--- config.mk ---
export PLATFORM = sky130hd
export DESIGN_NAME = iq_port_formatter
export DESIGN_NICKNAME = d
export VERILOG_FILES = /design/src/rtl/iqf_pkg.sv /design/src/rtl/iqf_chan_buf.sv /design/src/rtl/iqf_rr_arb.sv /design/src/rtl/iq_port_formatter.sv
export SDC_FILE = /design/constraint.sdc
export NUM_CORES = 1
export LEC_CHECK = 0
export BUFFER_PORTS_ARGS = -buffer_cell sky130_fd_sc_hd__buf_2
export CAP_MARGIN = 5
export CORE_UTILIZATION = 32
export CTS_BUF_LIST = sky130_fd_sc_hd__clkbuf_4 sky130_fd_sc_hd__clkbuf_8
export CTS_CLUSTER_DIAMETER = 40
export DETAILED_ROUTE_END_ITERATION = 12
export GPL_TIMING_DRIVEN = 0
export SYNTH_ARGS = -nofsm -noshare
export SYNTH_HDL_FRONTEND = slang
export SYNTH_SLANG_ARGS = --single-unit
--- constraint.sdc ---
create_clock -name clk -period 8.3 [get_ports clk]
set_input_delay 1.66 -clock clk [delete_from_list [all_inputs] [get_ports clk]]
set_output_delay 1.66 -clock clk [all_outputs]
set_load 0.1 [all_outputs]
--- src/rtl/iqf_pkg.sv ---
package iqf_pkg;
  typedef enum logic [2:0] {
    ST_IDLE = 3'd0,
    ST_PAR  = 3'd1,
    ST_I    = 3'd2,
    ST_Q    = 3'd3,
    ST_R    = 3'd4
  } ser_st_e;

  localparam logic [2:0] FLG_I   = 3'b001;
  localparam logic [2:0] FLG_Q   = 3'b010;
  localparam logic [2:0] FLG_PAR = 3'b011;
  localparam logic [2:0] FLG_R   = 3'b100;
endpackage

--- src/rtl/iqf_chan_buf.sv ---
module iqf_chan_buf #(
  parameter int DW = 16
) (
  input  logic          clk,
  input  logic          rst_n,
  input  logic          en,
  input  logic          in_valid,
  output logic          in_ready,
  input  logic [DW-1:0] in_i,
  input  logic [DW-1:0] in_q,
  input  logic          pop,
  output logic          full,
  output logic [DW-1:0] buf_i,
  output logic [DW-1:0] buf_q,
  input  logic          rssi_upd,
  input  logic [DW-1:0] rssi_val,
  input  logic          rssi_clr,
  output logic          rssi_pend,
  output logic [DW-1:0] rssi_word
);
  logic wr;

  assign in_ready = !en || !full;
  assign wr       = in_valid && en && !full;

  always_ff @(posedge clk) begin
    if (!rst_n) begin
      full  <= 1'b0;
      buf_i <= '0;
      buf_q <= '0;
    end else if (wr) begin
      full  <= 1'b1;
      buf_i <= in_i;
      buf_q <= in_q;
    end else if (pop) begin
      full  <= 1'b0;
    end
  end

  // a fresh update wins over a clear in the same cycle
  always_ff @(posedge clk) begin
    if (!rst_n) begin
      rssi_pend <= 1'b0;
      rssi_word <= '0;
    end else if (rssi_upd) begin
      rssi_pend <= 1'b1;
      rssi_word <= rssi_val;
    end else if (rssi_clr) begin
      rssi_pend <= 1'b0;
    end
  end

  p_no_overflow_r9: assert property (@(posedge clk) disable iff (!rst_n)
    full && !pop |=> full && $stable(buf_i) && $stable(buf_q));

  p_pend_set_r6: assert property (@(posedge clk) disable iff (!rst_n)
    rssi_upd |=> rssi_pend && (rssi_word == $past(rssi_val)));
endmodule

--- src/rtl/iqf_rr_arb.sv ---
module iqf_rr_arb #(
  parameter int N  = 6,
  parameter int IW = $clog2(N)
) (
  input  logic          clk,
  input  logic          rst_n,
  input  logic [N-1:0]  req,
  input  logic          adv,
  output logic [IW-1:0] gnt_idx,
  output logic          gnt_any
);
  logic [IW-1:0] last;

  always_comb begin
    gnt_idx = '0;
    gnt_any = 1'b0;
    // scan from farthest to nearest so the nearest requester wins
    for (int k = N; k >= 1; k--) begin
      int idx;
      idx = int'(last) + k;
      if (idx >= N) idx = idx - N;
      if (req[idx]) begin
        gnt_idx = IW'(idx);
        gnt_any = 1'b1;
      end
    end
  end

  always_ff @(posedge clk) begin
    if (!rst_n)   last <= IW'(N - 1);
    else if (adv) last <= gnt_idx;
  end

  p_gnt_req_r7: assert property (@(posedge clk) disable iff (!rst_n)
    adv |-> gnt_any && req[gnt_idx]);
endmodule

--- src/rtl/iq_port_formatter.sv ---
module iq_port_formatter
  import iqf_pkg::*;
#(
  parameter int NCH = 6,
  parameter int DW  = 16,
  parameter int CHW = $clog2(NCH)
) (
  input  logic              clk,
  input  logic              rst_n,
  input  logic [NCH-1:0]    ch_en,
  input  logic              fmt_narrow,
  input  logic              rssi_always,
  input  logic [NCH-1:0]    in_valid,
  output logic [NCH-1:0]    in_ready,
  input  logic [NCH*DW-1:0] in_i,
  input  logic [NCH*DW-1:0] in_q,
  input  logic [NCH-1:0]    rssi_upd,
  input  logic [NCH*DW-1:0] rssi_val,
  output logic              out_valid,
  input  logic              out_ready,
  output logic [DW-1:0]     out_data,
  output logic [CHW-1:0]    out_ch,
  output logic [2:0]        out_flags
);
  localparam int HW = DW / 2;

  logic [NCH-1:0] full, pend, pop, req;
  logic [DW-1:0]  b_i [NCH];
  logic [DW-1:0]  b_q [NCH];
  logic [DW-1:0]  b_r [NCH];

  logic [CHW-1:0] gnt_idx;
  logic           gnt_any;

  ser_st_e        st;
  logic [DW-1:0]  h_i, h_q, h_r;
  logic [CHW-1:0] h_ch;
  logic           h_send_r;
  logic           hs, last_word, load;

  for (genvar g = 0; g < NCH; g++) begin : g_ch
    iqf_chan_buf #(.DW(DW)) u_buf (
      .clk      (clk),
      .rst_n    (rst_n),
      .en       (ch_en[g]),
      .in_valid (in_valid[g]),
      .in_ready (in_ready[g]),
      .in_i     (in_i[g*DW +: DW]),
      .in_q     (in_q[g*DW +: DW]),
      .pop      (pop[g]),
      .full     (full[g]),
      .buf_i    (b_i[g]),
      .buf_q    (b_q[g]),
      .rssi_upd (rssi_upd[g]),
      .rssi_val (rssi_val[g*DW +: DW]),
      .rssi_clr (pop[g]),
      .rssi_pend(pend[g]),
      .rssi_word(b_r[g])
    );
    assign pop[g] = load && (gnt_idx == CHW'(g));
  end

  assign req = full & ch_en;

  iqf_rr_arb #(.N(NCH), .IW(CHW)) u_arb (
    .clk    (clk),
    .rst_n  (rst_n),
    .req    (req),
    .adv    (load),
    .gnt_idx(gnt_idx),
    .gnt_any(gnt_any)
  );

  assign hs        = out_valid && out_ready;
  assign last_word = (st == ST_R) ||
                     ((st == ST_PAR || st == ST_Q) && !h_send_r);
  assign load      = gnt_any && ((st == ST_IDLE) || (hs && last_word));

  always_ff @(posedge clk) begin
    if (!rst_n) begin
      st       <= ST_IDLE;
      h_i      <= '0;
      h_q      <= '0;
      h_r      <= '0;
      h_ch     <= '0;
      h_send_r <= 1'b0;
    end else if (load) begin
      st       <= fmt_narrow ? ST_PAR : ST_I;
      h_i      <= b_i[gnt_idx];
      h_q      <= b_q[gnt_idx];
      h_r      <= b_r[gnt_idx];
      h_ch     <= gnt_idx;
      h_send_r <= rssi_always || pend[gnt_idx];
    end else if (hs) begin
      unique case (st)
        ST_I:          st <= ST_Q;
        ST_PAR, ST_Q:  st <= h_send_r ? ST_R : ST_IDLE;
        default:       st <= ST_IDLE;
      endcase
    end
  end

  always_comb begin
    out_valid = (st != ST_IDLE);
    out_ch    = h_ch;
    unique case (st)
      ST_PAR:  begin out_data = {h_i[DW-1:HW], h_q[DW-1:HW]}; out_flags = FLG_PAR; end
      ST_I:    begin out_data = h_i; out_flags = FLG_I; end
      ST_Q:    begin out_data = h_q; out_flags = FLG_Q; end
      ST_R:    begin out_data = h_r; out_flags = FLG_R; end
      default: begin out_data = '0;  out_flags = 3'b000; end
    endcase
  end

  p_stall_hold_r8: assert property (@(posedge clk) disable iff (!rst_n)
    out_valid && !out_ready |=> out_valid && $stable(out_data) &&
                                $stable(out_ch) && $stable(out_flags));

  p_flags_legal_r3: assert property (@(posedge clk) disable iff (!rst_n)
    out_valid |-> (out_flags != 3'b000) &&
                  (!out_flags[2] || out_flags[1:0] == 2'b00));

  p_ch_range_r10: assert property (@(posedge clk) disable iff (!rst_n)
    out_valid |-> (int'(out_ch) < NCH));
endmodule

* After elaboration in Yosys (flattened, before gate mapping)
Cells that the tools add are included.
** Cells by class
- $add $sub $neg :: 12
- Multipliers :: 0
- Div/mod/pow operators :: 0
- Magnitude comparators :: 14
- Equality and inequality tests :: 9
- Shift-type cells :: 0
- Muxes and demuxes :: 72
- Bitwise gates (word level) :: 2
- Reductions and logical operators :: 62
** Operator list (number)
- greater-or-equal comparator 32 x 4 -> 1 bit (second input constant) :: 6
- < comparator 32 x 5 -> 1 bit (second input constant) :: 6
- 2-to-1 mux 32 bit :: 6
- subtractor 32 x 4 -> 32 bit (second input constant) :: 6
- binary-select mux 16 bit (select 3 bit) :: 3
- 2-to-1 mux 16 bit :: 6
- one-hot mux 16 bit (4 select lines) :: 1
- 2-to-1 mux 1 bit :: 37
- 2-to-1 mux 3 bit :: 9
- nonzero test 2 bit :: 13
- logical AND 1 bit :: 22
- binary-select mux 1 bit (select 3 bit) :: 7
- logical NOT 1 bit :: 13
- adder 3 x 3 -> 4 bit (second input constant) :: 3
- == test 3 x 2 -> 1 bit (second input constant) :: 4
- one-hot mux 3 bit (4 select lines) :: 1
- logical OR 1 bit :: 10
- == test 3 bit (second input constant) :: 3
- adder 3 x 2 -> 4 bit (second input constant) :: 2
- AND 6 bit :: 1
- == test 3 x 1 -> 1 bit (second input constant) :: 2
- logical NOT 3 bit :: 2
- one-hot mux 3 bit (2 select lines) :: 1
- adder 3 x 1 -> 4 bit (second input constant) :: 1
- 6 further kinds :: 6
** Word-level totals
- Bits in registers :: 358
- Latch bits :: 0
- RAM bits :: 0
- Memory bits (read-only) :: 0
- Input bits :: 311
- Logic and storage cells :: 208
- Memories kept :: 0

* Longest topological paths before layout
- Depth after elaboration :: 16
- Gate-level depth with buffers :: 18
- Gate-level depth less buffers :: 12

* Cells and area by module
From an unflattened synthesis, not the netlist that was laid out.
** Second synthesis, totals
- Cell total of the unflattened synthesis :: 1864
- Area, all modules :: 17744.5 µm²
** Modules (own cells, without submodules)
- iqf_chan_buf :: instances 6, cells an instance 199, area each 1994.4 µm², seq. area each 1001.0 µm²
- iq_port_formatter :: instances 1, cells an instance 508, area each 4595.7 µm², seq. area each 1101.1 µm²
- iqf_rr_arb :: instances 1, cells an instance 162, area each 1182.4 µm², seq. area each 60.1 µm²

* Worst setup path after synthesis
Ideal clock, no wire load.
- Path type :: reg2out
- Start :: register st[1]
- End :: output out_data[15]
- Data arrival time :: 3.289 ns
- Required time :: 6.640 ns
- Path slack :: 3.351 ns
- Stages on the path, launching flop included :: 7
- Path buffers :: 2
- Cells stage by stage :: dfxtp_1 clkbuf_1 buf_1 nand2_1 nor2_1 a21oi_1 o21ai_0
** Between the ends
- Longest elaborated chain between the ends :: 2
- Elaborated cells on any way between the ends :: 5
- Those cells by class :: eq/ne: 4; mux: 1
** RTL lines
- start, declared :: line iq_port_formatter.sv:35 : ser_st_e st;
- start signal, assigned :: line iq_port_formatter.sv:88 : st <= fmt_narrow ? ST_PAR : ST_I;
- start signal, assigned :: line iq_port_formatter.sv:97 : ST_PAR, ST_Q: st <= h_send_r ? ST_R : ST_IDLE;
- == test 3 bit (tied with other cells) :: line iq_port_formatter.sv:106 : unique case (st)
- one-hot mux 16 bit (4 select lines) (*) :: line iq_port_formatter.sv:106
- end, declared :: line iq_port_formatter.sv:21 : output logic [DW-1:0] out_data,
Every way passes the cells marked *; elsewhere a longest branch is shown, timed or not.

* Final worst setup path
- Start :: register u_arb.last[0]
- End :: register h_q[4]
** Between the ends
- Longest elaborated chain between the ends :: 16
- Elaborated cells on any way between the ends :: 59
- Those cells by class :: add/sub: 12; order compare: 6; mux: 39; bitwise: 1; reduce/logical: 1
** RTL lines
- start, declared :: line iqf_rr_arb.sv:12 : logic [IW-1:0] last;
- start signal, assigned :: line iqf_rr_arb.sv:30 : if (!rst_n) last <= IW'(N - 1);
- start signal, assigned :: line iqf_rr_arb.sv:31 : else if (adv) last <= gnt_idx;
- adder 3 x 3 -> 4 bit :: line iqf_rr_arb.sv:20 : idx = int'(last) + k;
- subtractor 32 x 4 -> 32 bit or greater-or-equal comparator 32 x 4 -> 1 bit (tied branches) :: line iqf_rr_arb.sv:21 : if (idx >= N) idx = idx - N;
- 2-to-1 mux 32 bit :: line iqf_rr_arb.sv:21
- binary-select mux 1 bit (select 3 bit) :: line iqf_rr_arb.sv:22 : if (req[idx]) begin
- 2-to-1 mux 1 bit (not written as such) (2 in series) :: line iqf_rr_arb.sv:22
- 2-to-1 mux 3 bit (6 in series) :: line iqf_rr_arb.sv:22
- NOT 3 -> 4 bit (not written as such) :: line iq_port_formatter.sv:90 : h_q <= b_q[gnt_idx];
- binary-select mux 16 bit (select 3 bit) :: line iq_port_formatter.sv:90
- 2-to-1 mux 16 bit (not written as such) (2 in series) :: line iq_port_formatter.sv:90
- end signal, assigned :: line iq_port_formatter.sv:90
- end, declared :: line iq_port_formatter.sv:36 : logic [DW-1:0] h_i, h_q, h_r;
Several ways; a longest one is shown, not always the timed one. The select of a mux whose other input is x is not followed.
A chain may end at the register's enable or synchronous reset.

==> flow_metrics.env <==
export IMPL_grt_pass1_vias=17880
export IMPL_ys_async_sr_fraction=0
export IMPL_rsz0062_at_grt="false"
export IMPL_syn_area_per_cell_um2=7.930
export IMPL_drt_iter0_drc=1709
export IMPL_critPathKind="register to register"
export IMPL_yosysTopAreaCell="dfxtp_1"
export IMPL_initial_core_util=0.3255
export IMPL_cts_resized_gates=0
export IMPL_cp_end_kind="register"
export IMPL_cp_start_kind="register"
export IMPL_postCtsSetupRepairBufs=0
export IMPL_avgViaCountPerCell=5.502
export IMPL_grt_max_degree=11
export IMPL_p_leak_nw=7.998
export IMPL_worst_slew_pin_slew_ns=1.098
export IMPL_area_growth_pct=23.00
export IMPL_maxSlewHeadroom=0.2682
export IMPL_clk_path_buf_depth=3
export IMPL_hold_path_class="register to register"
export IMPL_yosys_top_cells_count="460 x nand2_1, 357 x dfxtp_1, 223 x a21oi_1"
export IMPL_core_mm2=0.05413
export IMPL_dp_slack_ns=2.416
export IMPL_instances_no_fill=3375
export IMPL_drv_cap=0
export IMPL_synth_edf_count=0
export IMPL_drt_pass1_iterations=6
export IMPL_clkLatencyLatePin_ns=0.68
export IMPL_cp_required_ns=8.79
export IMPL_dieWidth_um=236.7
export IMPL_crit_chain="buf_4 -> buf_6 -> buf_4 -> clkinv_1 -> ha_1 -> inv_1 -> buf_2 -> ha_1 -> nand3b_1 -> a32oi_2 -> a2bb2o_1 -> buf_2 -> a2111oi_2 -> or3_1 -> buf_2 -> buf_1 -> a211o_1 -> a41oi_1"
export IMPL_antenna_left=0
export IMPL_numCtsBuffers=71
export IMPL_nNetsFinal=2948
export IMPL_track_usage=0.2766
export IMPL_finalWeightedCongestion=1.012
export IMPL_ios=340
export IMPL_rows=85
export IMPL_fin_crit_ns=5.987
export IMPL_power_density_mw_per_mm2=434.5
export IMPL_root_buffer="clkbuf_8"
export IMPL_yosys_area_top_type_share=0.4056
export IMPL_portBuffers=332
export IMPL_cts_hold_buf=0
export IMPL_seq_area_frac_synth=0.4056
export IMPL_max_stage_delay_ns=0.89
export IMPL_yosysUniqueCellTypes=84
export IMPL_yosys_top_cells_area="dfxtp_1 41%, nand2_1 9.8%, a21oi_1 6.3%"
export IMPL_drv_slew=0
export IMPL_ir_drop_uv=288.2
export IMPL_syn_cell_area_mm2=0.01762
export IMPL_path_max_fanout=10
export IMPL_wire_per_inst_um=23.52
export IMPL_crit_buf_inv=9
export IMPL_synth_ff_type="dfxtp_1"
export IMPL_path_clk_slew_ns=0.06
export IMPL_dp_hpwl_mm=64.40
export IMPL_die_area_mm2=0.05600
export IMPL_place_inst=3250
export IMPL_antenna_found_initial=3
export IMPL_syn_inst=2222
export IMPL_finalHoldViolCount=0
export IMPL_numClockSinks=357
export IMPL_grt_ovfl_total=0
export IMPL_drive_above_1_share=0.1996
export IMPL_cts_max_level=3
export IMPL_crit_arrival_ns=6.48
export IMPL_synth_most_common_cell="nand2_1"
export IMPL_status="finished, final reports clean"
export IMPL_die_h_um=236.7
export IMPL_dr_total_vias=18570
export IMPL_grt_pass1_wl_mm=114.4
export IMPL_cp_top_family="buffers and inverters"
export IMPL_crit_path_frequent_cell="buf_2"
export IMPL_placed_area_mm2=0.02015
export IMPL_min_period_over_period=0.7213
export IMPL_synth_nets=2543
export IMPL_finalSetupViolations=0
export IMPL_cts_tree="yes"
export IMPL_wl_mm=79.38
export IMPL_ys_seq_elements=357
export IMPL_fin_area_mm2=0.02167
export IMPL_yosys_warnings=0
export IMPL_drc=0
export IMPL_slowest_stage="a2111oi_2"
export IMPL_fin_ws_ns=2.313
export IMPL_max_freq_mhz=167.0
export IMPL_fin_tns_setup_ns=0
export IMPL_clock_skew_final_ns=0.04268
flip-flops by register name, indices dropped and copies added (netlist names):
| register | count |
|---|---|
| g_ch.u_buf.buf_i | 96 |
| u_arb.last | 2 |
| h_send_r | 1 |
| h_i | 16 |
| st | 3 |
| g_ch.u_buf.rssi_word | 96 |
| g_ch.u_buf.buf_q | 96 |
| g_ch.u_buf.rssi_pend | 6 |
| h_q | 16 |
| g_ch.u_buf.full | 6 |
| h_r | 16 |
| out_ch | 3 |
metal layers:
metal  routed length, um  part of all wire  track usage
met1               34700              0.44       0.3635
met2               36100              0.45       0.4477
met3                5523             0.070      0.04430
met4                3046             0.038       0.1187
met5                  11           0.00014            0
logic make-up (layout without fill, tap and decap cells):
| kind of cell | count (synthesis) | after routing | share of synthesized area |
|---|---|---|---|
| flip-flops | 357 | 357 | 0.4056 |
| adder cells (fa/ha/maj) | 10 | 10 | 0.007101 |
| AND/OR/NAND/NOR | 815 | 815 | 0.2062 |
| AO/OA/AOI/OAI | 685 | 685 | 0.2587 |
| multiplexers | 106 | 106 | 0.06100 |
| XOR/XNOR | 6 | 6 | 0.003409 |
| buffers and inverters | 243 | 697 | 0.05795 |
| other | 0 | 3 | 0 |
path summary, 6_finish.rpt:
path	startpoint	end	slack (ns)	depth (start not counted)
setup / recovery	u_arb.last[0]	h_q[4]	2.31	18
setup reg to reg	u_arb.last[0]	h_q[4]	2.31	18
hold reg to reg	g_ch[0].u_buf.buf_q[13]	g_ch[0].u_buf.buf_q[13]	0.46	2
hold / removal	g_ch[0].u_buf.buf_q[13]	g_ch[0].u_buf.buf_q[13]	0.46	2
where the power goes:
group          total [mW]  switching (mW)  leakage [nW]  internal (mW)
clock                1.94           0.812         0.765           1.13
combinational        5.39            4.19          4.31           1.21
sequential           2.08           0.180          2.92           1.90
total                9.42            5.18          8.00           4.24
layout make-up:
cell class	instances	area, um^2
sequential	357	7147
clock inverter	22	267.8
antenna	3	7.507
tap	696	870.8
timing repair buffer	332	1662
inverter	17	63.81
clock buffer	100	1245
multi-input combinational	1622	9452
buffer	226	957.2
fill	5624	32460
worst min-delay path: cells and delay by family, from the launching register on:
kind	cells	cell delay [ns]
DFF	1	0.30
AOI/OAI and AO/OA	1	0.06
and+or+nand+nor	1	0.05
cells in the final DEF, fill, tap and decap left out, types with 21 or more instances in the layout:
cell type	instances
dfxtp_1	357
a32oi_1	31
clkbuf_8	79
nor4b_1	30
a41oi_1	31
o21ai_0	151
mux2i_1	104
nor2_1	116
buf_2	361
clkbuf_1	164
clkbuf_4	21
a21oi_1	223
nand3_1	113
a211o_1	61
and2_1	32
a211oi_1	47
nand2_1	460
metrics by stage:
stage	power, mW	hold slack [ns]	util
2_1_floorplan	5.468	0.4316	-
3_3_place_gp	7.256	0.4397	0.3723
3_5_place_dp	7.355	0.4446	0.3723
4_1_cts	9.294	0.4541	0.4002
5_1_grt	9.841	0.4716	0.4003
6_report	9.417	0.4561	0.4003
Note: power is estimated with default switching activity, not from simulation.
